--- config.mk ---
export PLATFORM = sky130hd
export DESIGN_NAME = extIrqCond
export DESIGN_NICKNAME = d
export VERILOG_FILES = /design/src/rtl/extIrqPkg.sv /design/src/rtl/extIrqCtrl.sv /design/src/rtl/extIrqDatapath.sv /design/src/rtl/extIrqCond.sv
export SDC_FILE = /design/constraint.sdc
export NUM_CORES = 1
export LEC_CHECK = 0
export BUFFER_PORTS_ARGS = -buffer_cell sky130_fd_sc_hd__buf_2
export CAP_MARGIN = 20
export CORE_AREA = 2 2 39 41
export DETAILED_ROUTE_END_ITERATION = 10
export DIE_AREA = 0 0 41 43
export SYNTH_ARGS = -nofsm -noshare
export SYNTH_HDL_FRONTEND = slang
export SYNTH_SLANG_ARGS = --single-unit
export TNS_END_PERCENT = 100
--- constraint.sdc ---
create_clock -name clk -period 1 [get_ports clk]
set_input_delay 0.15 -clock clk [delete_from_list [all_inputs] [get_ports clk]]
set_output_delay 0.15 -clock clk [all_outputs]
set_load 0.005 [all_outputs]
--- src/rtl/extIrqPkg.sv ---
package extIrqPkg;
  localparam int NUM_PINS = 2;
  localparam int NMI_IDX  = 0;
  localparam int IRQ_IDX  = 1;

  typedef struct packed {
    logic nmiMasked;
    logic irqEnable;
    logic edgeMode;
    logic ackEdge;
  } irqStrobesT;
endpackage

--- src/rtl/extIrqCtrl.sv ---
module extIrqCtrl
  import extIrqPkg::*;
(
  input  logic       clk,
  input  logic       rstN,
  input  logic       nmiUnmask,
  input  logic       cfgWrite,
  input  logic       cfgEnable,
  input  logic       cfgEdgeSel,
  input  logic       edgeAck,
  output irqStrobesT strobes
);
  logic xMask;
  logic irqEn;
  logic edgeSel;

  // Non-maskable mask: set by reset, cleared once, never set again.
  always_ff @(posedge clk or negedge rstN) begin
    if (!rstN)          xMask <= 1'b1;
    else if (nmiUnmask) xMask <= 1'b0;
  end

  always_ff @(posedge clk or negedge rstN) begin
    if (!rstN) begin
      irqEn   <= 1'b0;
      edgeSel <= 1'b0;
    end else if (cfgWrite) begin
      irqEn   <= cfgEnable;
      edgeSel <= cfgEdgeSel;
    end
  end

  always_comb begin
    strobes.nmiMasked = xMask;
    strobes.irqEnable = irqEn;
    strobes.edgeMode  = edgeSel;
    strobes.ackEdge   = edgeAck;
  end

  assert_mask_sticky_R3: assert property (@(posedge clk) disable iff (!rstN)
    !xMask |=> !xMask);
  assert_enable_loads_R6: assert property (@(posedge clk) disable iff (!rstN)
    cfgWrite |=> (irqEn == $past(cfgEnable)));
endmodule

--- src/rtl/extIrqDatapath.sv ---
module extIrqDatapath
  import extIrqPkg::*;
#(
  parameter int SYNC_STAGES = 2
)(
  input  logic       clk,
  input  logic       rstN,
  input  logic       nmiPinN,
  input  logic       irqPinN,
  input  logic       stopMode,
  input  logic       cpuIMask,
  input  irqStrobesT strobes,
  output logic       nmiReq,
  output logic       irqReq,
  output logic       wakeup
);
  localparam int TOP = SYNC_STAGES - 1;

  logic [NUM_PINS-1:0] rawPins;
  logic [NUM_PINS-1:0] syncPins;
  logic                irqPrev;
  logic                irqFall;
  logic                edgeFlag;
  logic                nmiReqQ;
  logic                irqReqQ;
  logic                irqCond;

  assign rawPins[NMI_IDX] = nmiPinN;
  assign rawPins[IRQ_IDX] = irqPinN;

  // One synchronizer chain per pin. Each chain resets to the inactive
  // (high) level.
  for (genvar g = 0; g < NUM_PINS; g++) begin : gSync
    logic [SYNC_STAGES-1:0] chain;
    always_ff @(posedge clk or negedge rstN) begin
      if (!rstN) chain <= '1;
      else       chain <= {chain[SYNC_STAGES-2:0], rawPins[g]};
    end
    assign syncPins[g] = chain[TOP];
  end

  always_ff @(posedge clk or negedge rstN) begin
    if (!rstN) irqPrev <= 1'b1;
    else       irqPrev <= syncPins[IRQ_IDX];
  end
  assign irqFall = irqPrev & ~syncPins[IRQ_IDX];

  // Latched edge. A disable clears it. A new falling edge takes
  // priority over an acknowledge arriving in the same cycle.
  always_ff @(posedge clk or negedge rstN) begin
    if (!rstN)                               edgeFlag <= 1'b0;
    else if (!strobes.irqEnable)             edgeFlag <= 1'b0;
    else if (strobes.edgeMode && irqFall)    edgeFlag <= 1'b1;
    else if (strobes.ackEdge)                edgeFlag <= 1'b0;
  end

  assign irqCond = strobes.edgeMode ? edgeFlag : ~syncPins[IRQ_IDX];

  always_ff @(posedge clk or negedge rstN) begin
    if (!rstN) begin
      nmiReqQ <= 1'b0;
      irqReqQ <= 1'b0;
    end else begin
      nmiReqQ <= ~strobes.nmiMasked & ~syncPins[NMI_IDX];
      irqReqQ <= strobes.irqEnable & ~cpuIMask & irqCond;
    end
  end

  assign nmiReq = nmiReqQ;
  // Gating with the live enable drops the request on the same edge as
  // the disabling write.
  assign irqReq = irqReqQ & strobes.irqEnable;

  // Stop-mode path: built from the raw pins, needs no clock.
  assign wakeup = stopMode &
                  ((~nmiPinN & ~strobes.nmiMasked) | (~irqPinN & strobes.irqEnable));

  assert_nmi_gated_R1: assert property (@(posedge clk) disable iff (!rstN)
    strobes.nmiMasked |-> !nmiReq);
  assert_irq_needs_enable_R5: assert property (@(posedge clk) disable iff (!rstN)
    !strobes.irqEnable |-> !irqReq);
  assert_disable_clears_edge_R9: assert property (@(posedge clk) disable iff (!rstN)
    !strobes.irqEnable |=> !edgeFlag);
  assert_wake_only_stop_R10: assert property (@(posedge clk) disable iff (!rstN)
    !stopMode |-> !wakeup);
  assert_level_mode_no_latch_R6: assert property (@(posedge clk) disable iff (!rstN)
    (!strobes.edgeMode && !edgeFlag) |=> !edgeFlag);
endmodule

--- src/rtl/extIrqCond.sv ---
module extIrqCond
  import extIrqPkg::*;
#(
  parameter int SYNC_STAGES = 2
)(
  input  logic clk,
  input  logic rstN,
  input  logic nmiPinN,
  input  logic irqPinN,
  input  logic stopMode,
  input  logic cpuIMask,
  input  logic nmiUnmask,
  input  logic cfgWrite,
  input  logic cfgEnable,
  input  logic cfgEdgeSel,
  input  logic edgeAck,
  output logic nmiReq,
  output logic irqReq,
  output logic wakeup
);
  irqStrobesT strobes;

  extIrqCtrl i_ctrl (
    .clk        (clk),
    .rstN       (rstN),
    .nmiUnmask  (nmiUnmask),
    .cfgWrite   (cfgWrite),
    .cfgEnable  (cfgEnable),
    .cfgEdgeSel (cfgEdgeSel),
    .edgeAck    (edgeAck),
    .strobes    (strobes)
  );

  extIrqDatapath #(.SYNC_STAGES(SYNC_STAGES)) i_dp (
    .clk      (clk),
    .rstN     (rstN),
    .nmiPinN  (nmiPinN),
    .irqPinN  (irqPinN),
    .stopMode (stopMode),
    .cpuIMask (cpuIMask),
    .strobes  (strobes),
    .nmiReq   (nmiReq),
    .irqReq   (irqReq),
    .wakeup   (wakeup)
  );
endmodule

# Word-level counts from Yosys, hierarchy flattened
# Index checks and enable logic that the tools add are counted.
# W data, S select, Z words.
[totals]
out_inout_bits = 3
input_bits = 11
register_bits = 11
word_cells = 30
[classes]
n_bitwise = 15
n_reduce_logical = 1
n_eq_ne = 1
n_mux = 4
[ops]
columns = ["op", "count"]
rows = [
  ["$and A1 B1 Y1", 8],
  ["$not A1 Y1", 6],
  ["$mux W1", 4],
  ["$ne A3 B2 Y1 const B", 1],
  ["$logic_and A1 B1 Y1", 1],
  ["$or A1 B1 Y1", 1],
]

# Depth between registers and ports, before layout
[logic_depth]
ltp_word = 5
mapped_depth = 2
depth_no_buf = 2

# By module
# Synthesis repeated with hierarchy kept, for this count alone.
[hier_totals]
cells_unflattened = 30
hier_area_um2 = 411.6
[modules_own_cells]
columns = ["mod", "area_each_um2", "seq_area_each_um2", "cells_each", "instances"]
rows = [
  ["extIrqDatapath", 276.5, 206.4, 20, 1],
  ["extIrqCtrl", 135.1, 76.3, 10, 1],
]

# Least setup slack after synthesis
# No wires, ideal clock.
[synth_path]
path_kind = "reg2out"
startpoint = "register i_ctrl.xMask"
endpoint = "output port wakeup"
path_stages_with_launch = 3
required_ps = 850
arrival_time_ps = 714
path_slack_ps = 136
cell_sequence = "dfstp_2 -> nor2_1 -> o21a_1"
[synth_between]
elab_chain_len = 4
[synth_lines]
columns = ["item", "line", "text"]
rows = [
  ["from (decl)", "extIrqCtrl.sv:13", "logic xMask;"],
  ["from (signal assigned)", "extIrqCtrl.sv:19", "if (!rstN) xMask <= 1'b1;"],
  ["from (signal assigned)", "extIrqCtrl.sv:20", "else if (nmiUnmask) xMask <= 1'b0;"],
  ["$not A1 Y1", "extIrqDatapath.sv:76", "((~nmiPinN & ~strobes.nmiMasked) | (~irqPinN & strobes.irqEnable));"],
  ["$and A1 B1 Y1", "extIrqDatapath.sv:76", ""],
  ["$or A1 B1 Y1", "extIrqDatapath.sv:76", ""],
  ["$and A1 B1 Y1", "extIrqDatapath.sv:75", "assign wakeup = stopMode &"],
  ["to (decl)", "extIrqCond.sv:19", "output logic wakeup"],
]
# Every way passes these cells.

# Worst setup path after layout
# Ends and elaborated chain as after synthesis.

==> results.toml <==
[critical_path]
crit_type = "reg -> out"
cp.required_ps = 850
crit_path_start_kind = "register"
cp-end-kind = "output port"
cp.arrival_ps = 1100
cp_num_buf_inv = 1
slowest_stage = "dfstp_2"
path_cells = "nor2_2 -> o21a_1 -> buf_2"
slowest_delay_ps = 540
crit_family = "flip-flops"
critPathMaxFanout = 3

[timing]
fin_skew_ps = 5.59
worstMarginPinSlew_ps = 234
max_slew_margin_pct = 84.4
fin_ws_ps = -254
fin_crit_sh_pct = 125
hold_viol_final = 0
period_needed_ps = 1250
finalHoldWorstSlack_ps = 55.8
slew_viol_final = 0
tns_ps = -471
rsz0062_at_grt = "yes"
setup_viol = 3
max_freq_ghz = 0.797

[synthesis]
ys_top_cells_by_count = "6 x dfstp_2, 5 x dfrtp_1, 2 x nand2_1, 2 x nor2_1, 2 x nor2b_1"
yosysTopAreaCell = "dfstp_2"
netlist.area_leader.share_pct = 41.3
synth_edf_count = 0
synth-main-ff-cell = "dfstp_2"
synth_area_um2 = 382
synth.net_count = 37
ys_ff_latch = 11
synth_seq_area_share_pct = 74.1
yosysMostFrequentCell = "dfstp_2"
yosys_warnings = 0
synthCells = 26
synthArstFlopShare_pct = 100
yosysUniqueCellTypes = 14
avgSynthCellArea_um2 = 14.7
netlist_top_cells_area = "dfstp_2 41%, dfrtp_1 33%, nor2b_1 3.3%, mux2_1 3.0%, mux2_2 3.0%"

[clock_network]
clkLatencyLatePin_ps = 270
clockBufferDepth = 2
cts_sinks = 11
cts.clk_slew.worst_paths_ps = 70
numCtsBuffers = 3
cts.htree.levels = 1
cts_tree = "yes"
cts-root-buf = "clkbuf_4"

[layout]
diodes = 0
drive_gt1_share_pct = 57.1
syn2layout_area_growth_pct = 49.5
layout.nets = 61
fillers = 140
postLayoutCellArea_um2 = 571

[global_routing]
grt_pass1_vias = 280
antenna_found_initial = 0
grt_use_total_pct = 10.3
grt_max_degree = 12
grt_pass1_wl_mm = 1.13
overflow = 0

[place]
dp_hpwl_um = 446
place_area_um2 = 474
io_buffers = 13
pre_cts_ws_ps = 25.1
routabilityCongestion = 0.594

[drt]
drtIter0Drc = 2
vias = 270
detail-route-antenna-nets = 0
vias_per_cell = 4.15
drc = 0
drt_wl_total_um = 707
wl_per_cell_um = 10.9
first_pass_iters = 2

[pwr]
finalPower_mw = 0.891
powerDensity_nw_per_um2 = 1560
p_leak_nw = 0.259
ir_worst_vdd_mv = 0.895

[floorplan]
pin_count = 14
die-area_um2 = 1760
die_w_um = 41
start_util_pct = 27.6
core_um2 = 1380
rows = 14
die_h_um = 43

[status]
violations = "setup timing"
status = "finished, violations left"

[flow_run]
cap_violations = 0

[hold_path]
hp-class = "in -> reg"
==> routing by layer <==
metal / global-route usage [%] / share of wire (%) / routed length, um / vias to the layer above
met1: 11.8 / 45 / 318 / 121
met4: 2.00 / 0 / 0 / 0
met3: 7.85 / 12 / 87 / 0
met5: 0 / 0 / 0 / -
met2: 15.0 / 42 / 300 / 17
li1: - / - / - / 132
==> cell families after synthesis <==
kind of cell | Yosys count | synth area share (%)
AO/OA/AOI/OAI | 3 | 5.57
flip-flops | 11 | 74.1
multiplexers | 2 | 5.90
AND/OR/NAND/NOR | 10 | 14.4
==> final timing paths <==
path,startpoint,endpoint,slack (ps),cells past startpoint
setup / recovery,i_ctrl.xMask,wakeup,-250,3
hold / removal,edgeAck,i_dp.edgeFlag,60,2
setup reg to reg,i_ctrl.irqEn,i_ctrl.irqEn,-30,3
hold reg to reg,i_dp.gSync[0].chain[0],i_dp.gSync[0].chain[1],350,0
max in group asynchronous,rstN,i_dp.gSync[0].chain[0],470,2
min in group asynchronous,rstN,i_ctrl.irqEn,270,2
==> repair_timing <==
| action | CTS | global route |
|---|---|---|
| hold buffers | 4 | 0 |
| setup endpoints to repair | 2 | 3 |
| buffers inserted | 1 | 1 |
| gates resized for setup | 4 | 3 |
| endpoints found under the hold margin | 14 | 0 |
| pin swaps | 1 | 0 |
==> cell usage in the layout (no fill, tap or decap) <==
cell and count:
a21oi_2 1, and2_4 1, buf_2 12, buf_6 3, clkbuf_1 1, clkbuf_4 3
dfrtp_1 5, dfstp_2 6, dlygate4sd3_1 4, mux2_1 1, mux2_4 1, nand2_1 2
nand2b_1 1, nand4b_1 1, nor2_1 1, nor2_2 1, nor2b_1 2, o21a_1 1
o21ai_1 1, or2_1 1
==> cell type report <==
cell class	count	area [um2]	area share [%]
timing repair buffer	19	134	23.5
tap	16	20.0	3.51
sequential	11	283	49.6
multi-input combinational	15	108	18.9
clock buffer	4	26.3	4.61
==> state kept, by name (all words and copies together) (netlist names) <==
register	count
i_ctrl.xMask	1
i_dp.nmiReq	1
i_dp.gSync.chain	4
i_ctrl.irqEn	1
i_ctrl.edgeSel	1
i_dp.irqReqQ	1
i_dp.edgeFlag	1
i_dp.irqPrev	1
==> power breakdown <==
group / internal (mW) / switching [mW]
Clock: 0.154 / 0.143
Combinational: 0.0649 / 0.0379
Sequential: 0.477 / 0.0137
Total: 0.697 / 0.194
==> per-stage QoR <==
stage / instances / utilization, %
floorplan: 26 / -
global placement: 56 / 34.3
detailed placement: 56 / 34.3
CTS: 65 / 40.8
global route: 65 / 41.2
finish: 65 / 41.2
(Power assumes the default switching activity.)
